[src/rtl/lpm_clkgate_pkg.sv]
// Shared types for the low-power clock gating controller.
package lpm_clkgate_pkg;
    // Power state of the controller: running, doze (CPU gated),
    // halt (all gated, oscillator off), resume (stabilization count).
    typedef enum logic [1:0] {
        LPM_RUN    = 2'd0,
        LPM_DOZE   = 2'd1,
        LPM_HALT   = 2'd2,
        LPM_RESUME = 2'd3
    } lpm_state_e;
endpackage

[src/rtl/lpm_mode_fsm.sv]
// Power-state sequencer.
// Moves between run, doze, halt and resume. Produces the registered
// interrupt-mask-clear pulse on entry to a sleep depth and flags a
// break-caused exit. Assumes the wake inputs are already qualified
// (unmasked) and synchronous to clk.
module lpm_mode_fsm
    import lpm_clkgate_pkg::*;
(
    input  logic       clk,
    input  logic       rst_n,
    input  logic       wait_req,
    input  logic       stop_req,
    input  logic       wake_doze,
    input  logic       wake_halt,
    input  logic       brk_irq,
    input  logic       resume_done,
    output lpm_state_e state,
    output logic       enter_halt,
    output logic       imask_clr,
    output logic       brk_wake
);
    lpm_state_e state_d;
    logic       enter_any;

    // Next-state selection; halt has priority over doze on entry.
    always_comb begin
        state_d = state;
        unique case (state)
            LPM_RUN: begin
                if (stop_req)      state_d = LPM_HALT;
                else if (wait_req) state_d = LPM_DOZE;
            end
            LPM_DOZE:   if (wake_doze)   state_d = LPM_RUN;
            LPM_HALT:   if (wake_halt)   state_d = LPM_RESUME;
            LPM_RESUME: if (resume_done) state_d = LPM_RUN;
            default:                     state_d = LPM_RUN;
        endcase
    end

    // Entry and break-exit decodes used by neighbours.
    always_comb begin
        enter_any  = (state == LPM_RUN) && (stop_req || wait_req);
        enter_halt = (state == LPM_RUN) && stop_req;
        brk_wake   = brk_irq && ((state == LPM_DOZE) || (state == LPM_HALT));
    end

    // State register with synchronous reset.
    always_ff @(posedge clk) begin
        if (!rst_n) state <= LPM_RUN;
        else        state <= state_d;
    end

    // One-cycle mask-clear pulse in the first cycle of a sleep depth.
    always_ff @(posedge clk) begin
        if (!rst_n) imask_clr <= 1'b0;
        else        imask_clr <= enter_any;
    end
endmodule

[src/rtl/lpm_stab_timer.sv]
// Oscillator stabilization timer.
// Latches the short/long option on halt entry (the latch is not reset,
// matching an option bit that survives reset) and counts while in
// resume. The count is held at zero in every other state.
module lpm_stab_timer #(
    parameter int LONG_DLY  = 4096,
    parameter int SHORT_DLY = 32
) (
    input  logic clk,
    input  logic rst_n,
    input  logic latch_sel,
    input  logic short_sel,
    input  logic counting,
    output logic done
);
    localparam int CW = $clog2(LONG_DLY);
    localparam logic [CW-1:0] LONG_LAST  = CW'(LONG_DLY - 1);
    localparam logic [CW-1:0] SHORT_LAST = CW'(SHORT_DLY - 1);

    logic          short_q;
    logic [CW-1:0] cnt;
    logic [CW-1:0] last;

    // Capture the recovery option at the halt-entry edge only.
    always_ff @(posedge clk) begin
        if (latch_sel) short_q <= short_sel;
    end

    // Cycle counter, cleared outside resume and on reset.
    always_ff @(posedge clk) begin
        if (!rst_n || !counting) cnt <= '0;
        else                     cnt <= cnt + 1'b1;
    end

    // Terminal count for the latched option.
    always_comb begin
        last = short_q ? SHORT_LAST : LONG_LAST;
        done = counting && (cnt == last);
    end
endmodule

[src/rtl/lpm_brk_flag.sv]
// Break-exit status flag.
// Set by a break-caused sleep exit; cleared by a zero write, which in
// the break state needs the clear-enable bit. Set beats clear.
module lpm_brk_flag (
    input  logic clk,
    input  logic rst_n,
    input  logic set_evt,
    input  logic wr,
    input  logic wdata,
    input  logic in_break,
    input  logic clr_en,
    output logic flag
);
    logic clr_ok;

    // Decide whether this cycle's write is allowed to clear.
    always_comb clr_ok = wr && !wdata && (!in_break || clr_en);

    // Flag register: reset, set priority, then permitted clear.
    always_ff @(posedge clk) begin
        if (!rst_n)       flag <= 1'b0;
        else if (set_evt) flag <= 1'b1;
        else if (clr_ok)  flag <= 1'b0;
    end
endmodule

[src/rtl/lpm_clkgate_ctrl.sv]
// Low-power clock gating controller (top).
// Gates CPU and peripheral clocks for doze and halt, drives the
// oscillator enable, times halt recovery and keeps the break-exit flag.
// Assumes all inputs are synchronous to clk; enables are to be used by
// glitch-free clock gates outside this block.
module lpm_clkgate_ctrl
    import lpm_clkgate_pkg::*;
#(
    parameter int LONG_DLY  = 4096,
    parameter int SHORT_DLY = 32
) (
    input  logic clk,
    input  logic rst_n,
    input  logic wait_req,
    input  logic stop_req,
    input  logic short_rec_cfg,
    input  logic ext_irq,
    input  logic int_irq,
    input  logic ext_rst,
    input  logic int_rst,
    input  logic brk_irq,
    input  logic in_break,
    input  logic brk_clr_en,
    input  logic sts_wr,
    input  logic sts_wdata,
    output logic cpu_clk_en,
    output logic per_clk_en,
    output logic osc_en,
    output logic imask_clr,
    output logic brk_exit_sts
);
    lpm_state_e state;
    logic       wake_doze;
    logic       wake_halt;
    logic       enter_halt;
    logic       brk_wake;
    logic       resume_done;

    // Wake qualification: doze takes any source, halt only external ones.
    always_comb begin
        wake_doze = ext_irq || int_irq || ext_rst || int_rst || brk_irq;
        wake_halt = ext_irq || ext_rst || brk_irq;
    end

    lpm_mode_fsm u_fsm (
        .clk         (clk),
        .rst_n       (rst_n),
        .wait_req    (wait_req),
        .stop_req    (stop_req),
        .wake_doze   (wake_doze),
        .wake_halt   (wake_halt),
        .brk_irq     (brk_irq),
        .resume_done (resume_done),
        .state       (state),
        .enter_halt  (enter_halt),
        .imask_clr   (imask_clr),
        .brk_wake    (brk_wake)
    );

    lpm_stab_timer #(
        .LONG_DLY  (LONG_DLY),
        .SHORT_DLY (SHORT_DLY)
    ) u_timer (
        .clk       (clk),
        .rst_n     (rst_n),
        .latch_sel (enter_halt),
        .short_sel (short_rec_cfg),
        .counting  (state == LPM_RESUME),
        .done      (resume_done)
    );

    lpm_brk_flag u_flag (
        .clk      (clk),
        .rst_n    (rst_n),
        .set_evt  (brk_wake),
        .wr       (sts_wr),
        .wdata    (sts_wdata),
        .in_break (in_break),
        .clr_en   (brk_clr_en),
        .flag     (brk_exit_sts)
    );

    // Clock and oscillator enables decoded from the state register.
    always_comb begin
        cpu_clk_en = (state == LPM_RUN);
        per_clk_en = (state == LPM_RUN) || (state == LPM_DOZE);
        osc_en     = (state != LPM_HALT);
    end
endmodule

[config.mk]
export PLATFORM = sky130hd
export DESIGN_NAME = lpm_clkgate_ctrl
export DESIGN_NICKNAME = d
export VERILOG_FILES = /design/src/rtl/lpm_clkgate_pkg.sv /design/src/rtl/lpm_mode_fsm.sv /design/src/rtl/lpm_stab_timer.sv /design/src/rtl/lpm_brk_flag.sv /design/src/rtl/lpm_clkgate_ctrl.sv
export SDC_FILE = /design/constraint.sdc
export NUM_CORES = 1
export LEC_CHECK = 0
export BUFFER_PORTS_ARGS = -buffer_cell sky130_fd_sc_hd__buf_4
export CAP_MARGIN = 30
export CORE_ASPECT_RATIO = 1.1
export CORE_MARGIN = 10
export CORE_UTILIZATION = 25
export CTS_CLUSTER_SIZE = 10
export DETAILED_ROUTE_END_ITERATION = 16
export GPL_TIMING_DRIVEN = 0
export SLEW_MARGIN = 10
export SYNTH_ARGS = -nofsm -noshare
export SYNTH_HDL_FRONTEND = slang
export SYNTH_SLANG_ARGS = --single-unit
[constraint.sdc]
create_clock -name clk -period 4.8 [get_ports clk]
set_clock_uncertainty 0.15 [all_clocks]
set_input_delay 0.72 -clock clk [delete_from_list [all_inputs] [get_ports clk]]
set_output_delay 0.72 -clock clk [all_outputs]
set_load 0.01 [all_outputs]
* After elaboration in Yosys (flattened, before gate mapping)
Index checks and enable logic that the tools add are counted.
** Operators by class
- Add/sub/neg operators :: 1
- Equality and inequality tests :: 9
- Muxes and demuxes :: 9
- Reduce and logical (&&, ||, !) cells :: 24
** Operators by type and width (number)
- $add A12 B1 Y12 const B :: 1
- $eq A12 B12 Y1 :: 1
- $mux W12 :: 1
- $logic_or A1 B1 Y1 :: 11
- $mux W2 :: 5
- $pmux W2 S4 :: 1
- $logic_and A1 B1 Y1 :: 6
- $eq A2 B2 Y1 const B :: 2
- $logic_not A1 Y1 :: 4
- $ne A2 B1 Y1 const B :: 2
- $ne A2 B2 Y1 const B :: 2
- $reduce_and A4 Y1 :: 1
- $ne A3 B3 Y1 const B :: 1
- $eq A2 B1 Y1 const B :: 1
- $logic_not A2 Y1 :: 1
- $mux W1 :: 2
- $reduce_bool A2 Y1 :: 1
** Storage, ports and cells
- Flip-flop bits (word level) :: 17
- Input port bits :: 14
- Output and inout bits :: 5
- Logic and storage cells :: 48

* Longest topological paths before layout
- Depth in word-level cells :: 6
- Depth in mapped cells :: 6
- Depth with buffers taken out :: 6

* Modules after synthesis
Synthesis repeated with hierarchy kept, for this count alone.
** Second synthesis, totals
- Cell total of the unflattened synthesis :: 102
- Area, all modules :: 924.6 um^2
** Modules (own cells, without submodules)
- lpm_stab_timer :: instances 1, cells each 63, area each 585.6 um^2, sequential area each 270.3 um^2
- lpm_mode_fsm :: instances 1, cells each 27, area each 254.0 um^2, sequential area each 60.1 um^2
- lpm_brk_flag :: instances 1, cells each 6, area each 47.5 um^2, sequential area each 20.0 um^2
- lpm_clkgate_ctrl :: instances 1, cells each 6, area each 37.5 um^2, sequential area each 0.0 um^2

* Worst setup path before layout
Ideal clock, no wire load.
- Path type :: register to output
- From :: reg u_fsm.state[0]
- To :: out per_clk_en
- Arrival time :: 1.025 ns
- Data required time :: 3.930 ns
- Slack :: 2.905 ns
- Cell stages (with the launch flop) :: 4
- Path buffers :: 0
- Path through :: dfxtp_1 inv_1 ha_1 or2_2
** Between the ends
- Longest elaborated chain between the ends :: 2
- Elaborated cells on any way between the ends :: 3
- Classes of those cells :: eq/ne (1); reduce/logical (2)
** RTL lines
- from (decl) :: line lpm_mode_fsm.sv:17 : output lpm_state_e state,
- from (signal assigned) :: line lpm_mode_fsm.sv:50 : else state <= state_d;
- $logic_not A2 Y1
- net cpu_clk_en :: line lpm_clkgate_ctrl.sv:26 : output logic cpu_clk_en,
- $logic_or A1 B1 Y1 :: line lpm_clkgate_ctrl.sv:86 : per_clk_en = (state == LPM_RUN) || (state == LPM_DOZE);
- to (decl) :: line lpm_clkgate_ctrl.sv:27 : output logic per_clk_en,
The timed path passes the listed nets, and every way through them passes these cells.

* Worst setup path in the final report
- From :: reg u_fsm.state[0]
- To :: out per_clk_en
** Between the ends
- Longest elaborated chain between the ends :: 2
- Elaborated cells on any way between the ends :: 3
- Classes of those cells :: eq/ne (1); reduce/logical (2)
** RTL lines (line)
- $eq A2 B1 Y1 / $logic_not A2 Y1 (equally long branches) :: lpm_clkgate_ctrl.sv:86
- $logic_or A1 B1 Y1 (*) :: lpm_clkgate_ctrl.sv:86
Mark *: on every way between the ends. The rest lies on a longest branch, timed or not.

==> results.yml <==
floorplan:
  start_util_pct: 26.63
  die-height_um: 80.28
  pin_count: 19
  dieArea_um2: 6005
  fp.coreArea_um2: 3100
  die_width_um: 74.80
  num_rows: 21
synth:
  synth_top_area_share_pct: 38.79
  yosys.area.top_type: "dfxtp_1"
  synth-main-ff-cell: "dfxtp_1"
  postSynthCellCount: 95
  netlist_area_um2: 825.8
  synthArstFlopShare_pct: 0
  ys_top_cells_by_area: "dfxtp_1 39%, ha_1 9.1%, xnor2_1 6.4%, nand2_1 5.0%, nor2_1 5.0%"
  synth_area_per_cell_um2: 8.693
  synth_nets: 115
  yosys-top-cells-count: "16 x dfxtp_1, 11 x nand2_1, 11 x nor2_1"
  synth-edff-count: 1
  ys_warn_count: 0
  synth_seq_area_share_pct: 42.42
  post-synth-top-count-cell: "dfxtp_1"
  synth_seq_cells: 17
  synth_cell_types: 31
power:
  power_frac_seq_pct: 45.8
  p_leak_uw: 0.0003831
  p_clk_share_pct: 20.6
  p_comb_share_pct: 33.6
  irDropWorstVdd_mv: 0.1560
  switching_power_uw: 115.5
  p_per_area_nw_per_um2: 355.7
  power_switching_share_pct: 31.48
  p_total_uw: 366.7
  p_int_uw: 251.3
clock_network:
  tritoncts: "done"
  cts_sinks: 17
  clock_latency_ns: 0.29
  cts-resized-gates: 0
  clock_tree.root_cell: "clkbuf_4"
  clk_pin_slew_ns: 0.09
  clockBufferDepth: 2
  hold_buffers: 0
  cts_inserted_buffers: 3
  htreeDepth: 1
  cts_setup_buffers: 0
place:
  portBuffers: 18
  post-dp-hpwl_um: 1415
  gp_congestion: 0.7062
  place_inst: 147
  placed_area_um2: 1003
worst_setup_path:
  cp-end-kind: "output port"
  critical_path_arrival_ns: 1.48
  crit_required_ns: 3.93
  ff2ff_setup_slack_ns: 3.07
  cp_max_fo: 5
  startpoint_type: "register"
  crit_type: "register to output port"
flow_run:
  maxCapViolCount: 0
sta:
  hold_viol: 0
  setup_violations: 0
  report.final.slew_viol_count: 0
  finalSetupTns_ns: 0
  fmax_mhz: 424.8
  rsz0062_at_grt: "no"
  finalCritPeriodShare_pct: 49.05
  worstMarginPinSlew_ns: 0.4284
  slew_headroom_pct: 71.44
  min_period_ns: 2.354
grt:
  grt_overflow: 0
  grt_pass1_wl_um: 3015
  grt_usage_pct: 6.189
  antenna_found_initial: 0
  grt_max_degree: 11
  grt_pass1_vias: 787
route:
  dr.first_iter.drc_count: 18
  firstDrtPassIters: 4
  vias: 740
  wirelength_um: 1753
  routedWlPerCell_um: 11.61
  viasPerCell: 4.901
  drc_errors: 0
  ant_nets: 0
cells_and_area:
  fin_nets: 138
  postLayoutCoreUtil_pct: 33.25
  antenna_cells: 0
  instances_no_fill: 151
  drive_gt1_share_pct: 20.51
  final_area_um2: 1031
  area.growth.synth_to_final_pct: 24.85
worst_hold_path:
  hold_class: "register to register"
outcome:
  outcome: "complete, no violations"
## cells in the final DEF, fill, tap and decap left out, types with 2 or more instances in the layout
cell type / netlist / routed
buf_4: 0 / 18
clkbuf_4: 0 / 3
inv_1: 5 / 5
a21oi_1: 2 / 2
nor4_1: 2 / 2
nand2_1: 11 / 11
nor3_1: 5 / 5
nand3_1: 4 / 4
xnor2_1: 6 / 6
xor2_1: 2 / 2
nor2_1: 11 / 11
mux2i_1: 2 / 2
dfxtp_1: 16 / 16
o21ai_0: 5 / 5
ha_1: 6 / 6
## power by group through the flow
stage	sequential, uW	combinational, uW	clock [uW]
5_1_grt	170	138	87.2
3_3_place_gp	170	123	0
6_report	168	123	75.5
3_5_place_dp	170	126	0
4_1_cts	168	127	79.6
2_1_floorplan	171	71.6	0
## through the flow
step	setup WS, ns	hold WS (ns)
2_1_floorplan	2.905	0.2675
3_3_place_gp	2.780	0.2803
3_5_place_dp	2.760	0.2839
4_1_cts	2.423	0.3056
5_1_grt	2.343	0.3404
6_report	2.446	0.3017
## flip-flops by register name, indices dropped and copies added, names as in the netlist
name	flops
u_fsm.state	2
u_timer.short_q	1
u_timer.cnt	12
u_fsm.imask_clr	1
u_flag.flag	1
## final timing paths
kind / startpoint / to / cells past startpoint
hold reg to reg: u_timer.cnt[0] / u_timer.cnt[0] / 1
setup / recovery: u_fsm.state[0] / per_clk_en / 4
setup reg to reg: u_timer.cnt[6] / u_fsm.state[0] / 4
hold / removal: u_timer.cnt[0] / u_timer.cnt[0] / 1
## per-layer routing
metal	vias to the layer above	share of wire (%)	track usage [%]	wire (um)
met4	0	0.46	3.220	8
li1	371	-	-	-
met2	23	47	10.22	829
met3	2	5.2	2.091	91
met1	344	47	6.836	824
met5	-	0	0	0
## worst max-delay path: stages (launching register included)
cell	delay (ns)
dfxtp_1	0.39
inv_1	0.10
ha_1	0.26
or2_2	0.31
buf_4	0.14
## area by class of cell
type / count / area, um^2
buffer: 1 / 3.754
clock buffer: 3 / 22.52
clock inverter: 1 / 5.005
fill: 327 / 2069
inverter: 5 / 18.77
multi-input combinational: 72 / 452.9
sequential: 17 / 350.3
tap: 34 / 42.54
timing repair buffer: 18 / 135.1
## logic make-up after synthesis
group / synth area share, %
AO/OA/AOI/OAI: 7.727
AND/OR/NAND/NOR: 27.13
adder cells (fa/ha/maj): 9.091
XOR/XNOR: 8.485
flip-flops: 42.42
buffers and inverters: 2.727
multiplexers: 2.424
Power figures use the tool's default switching activity.
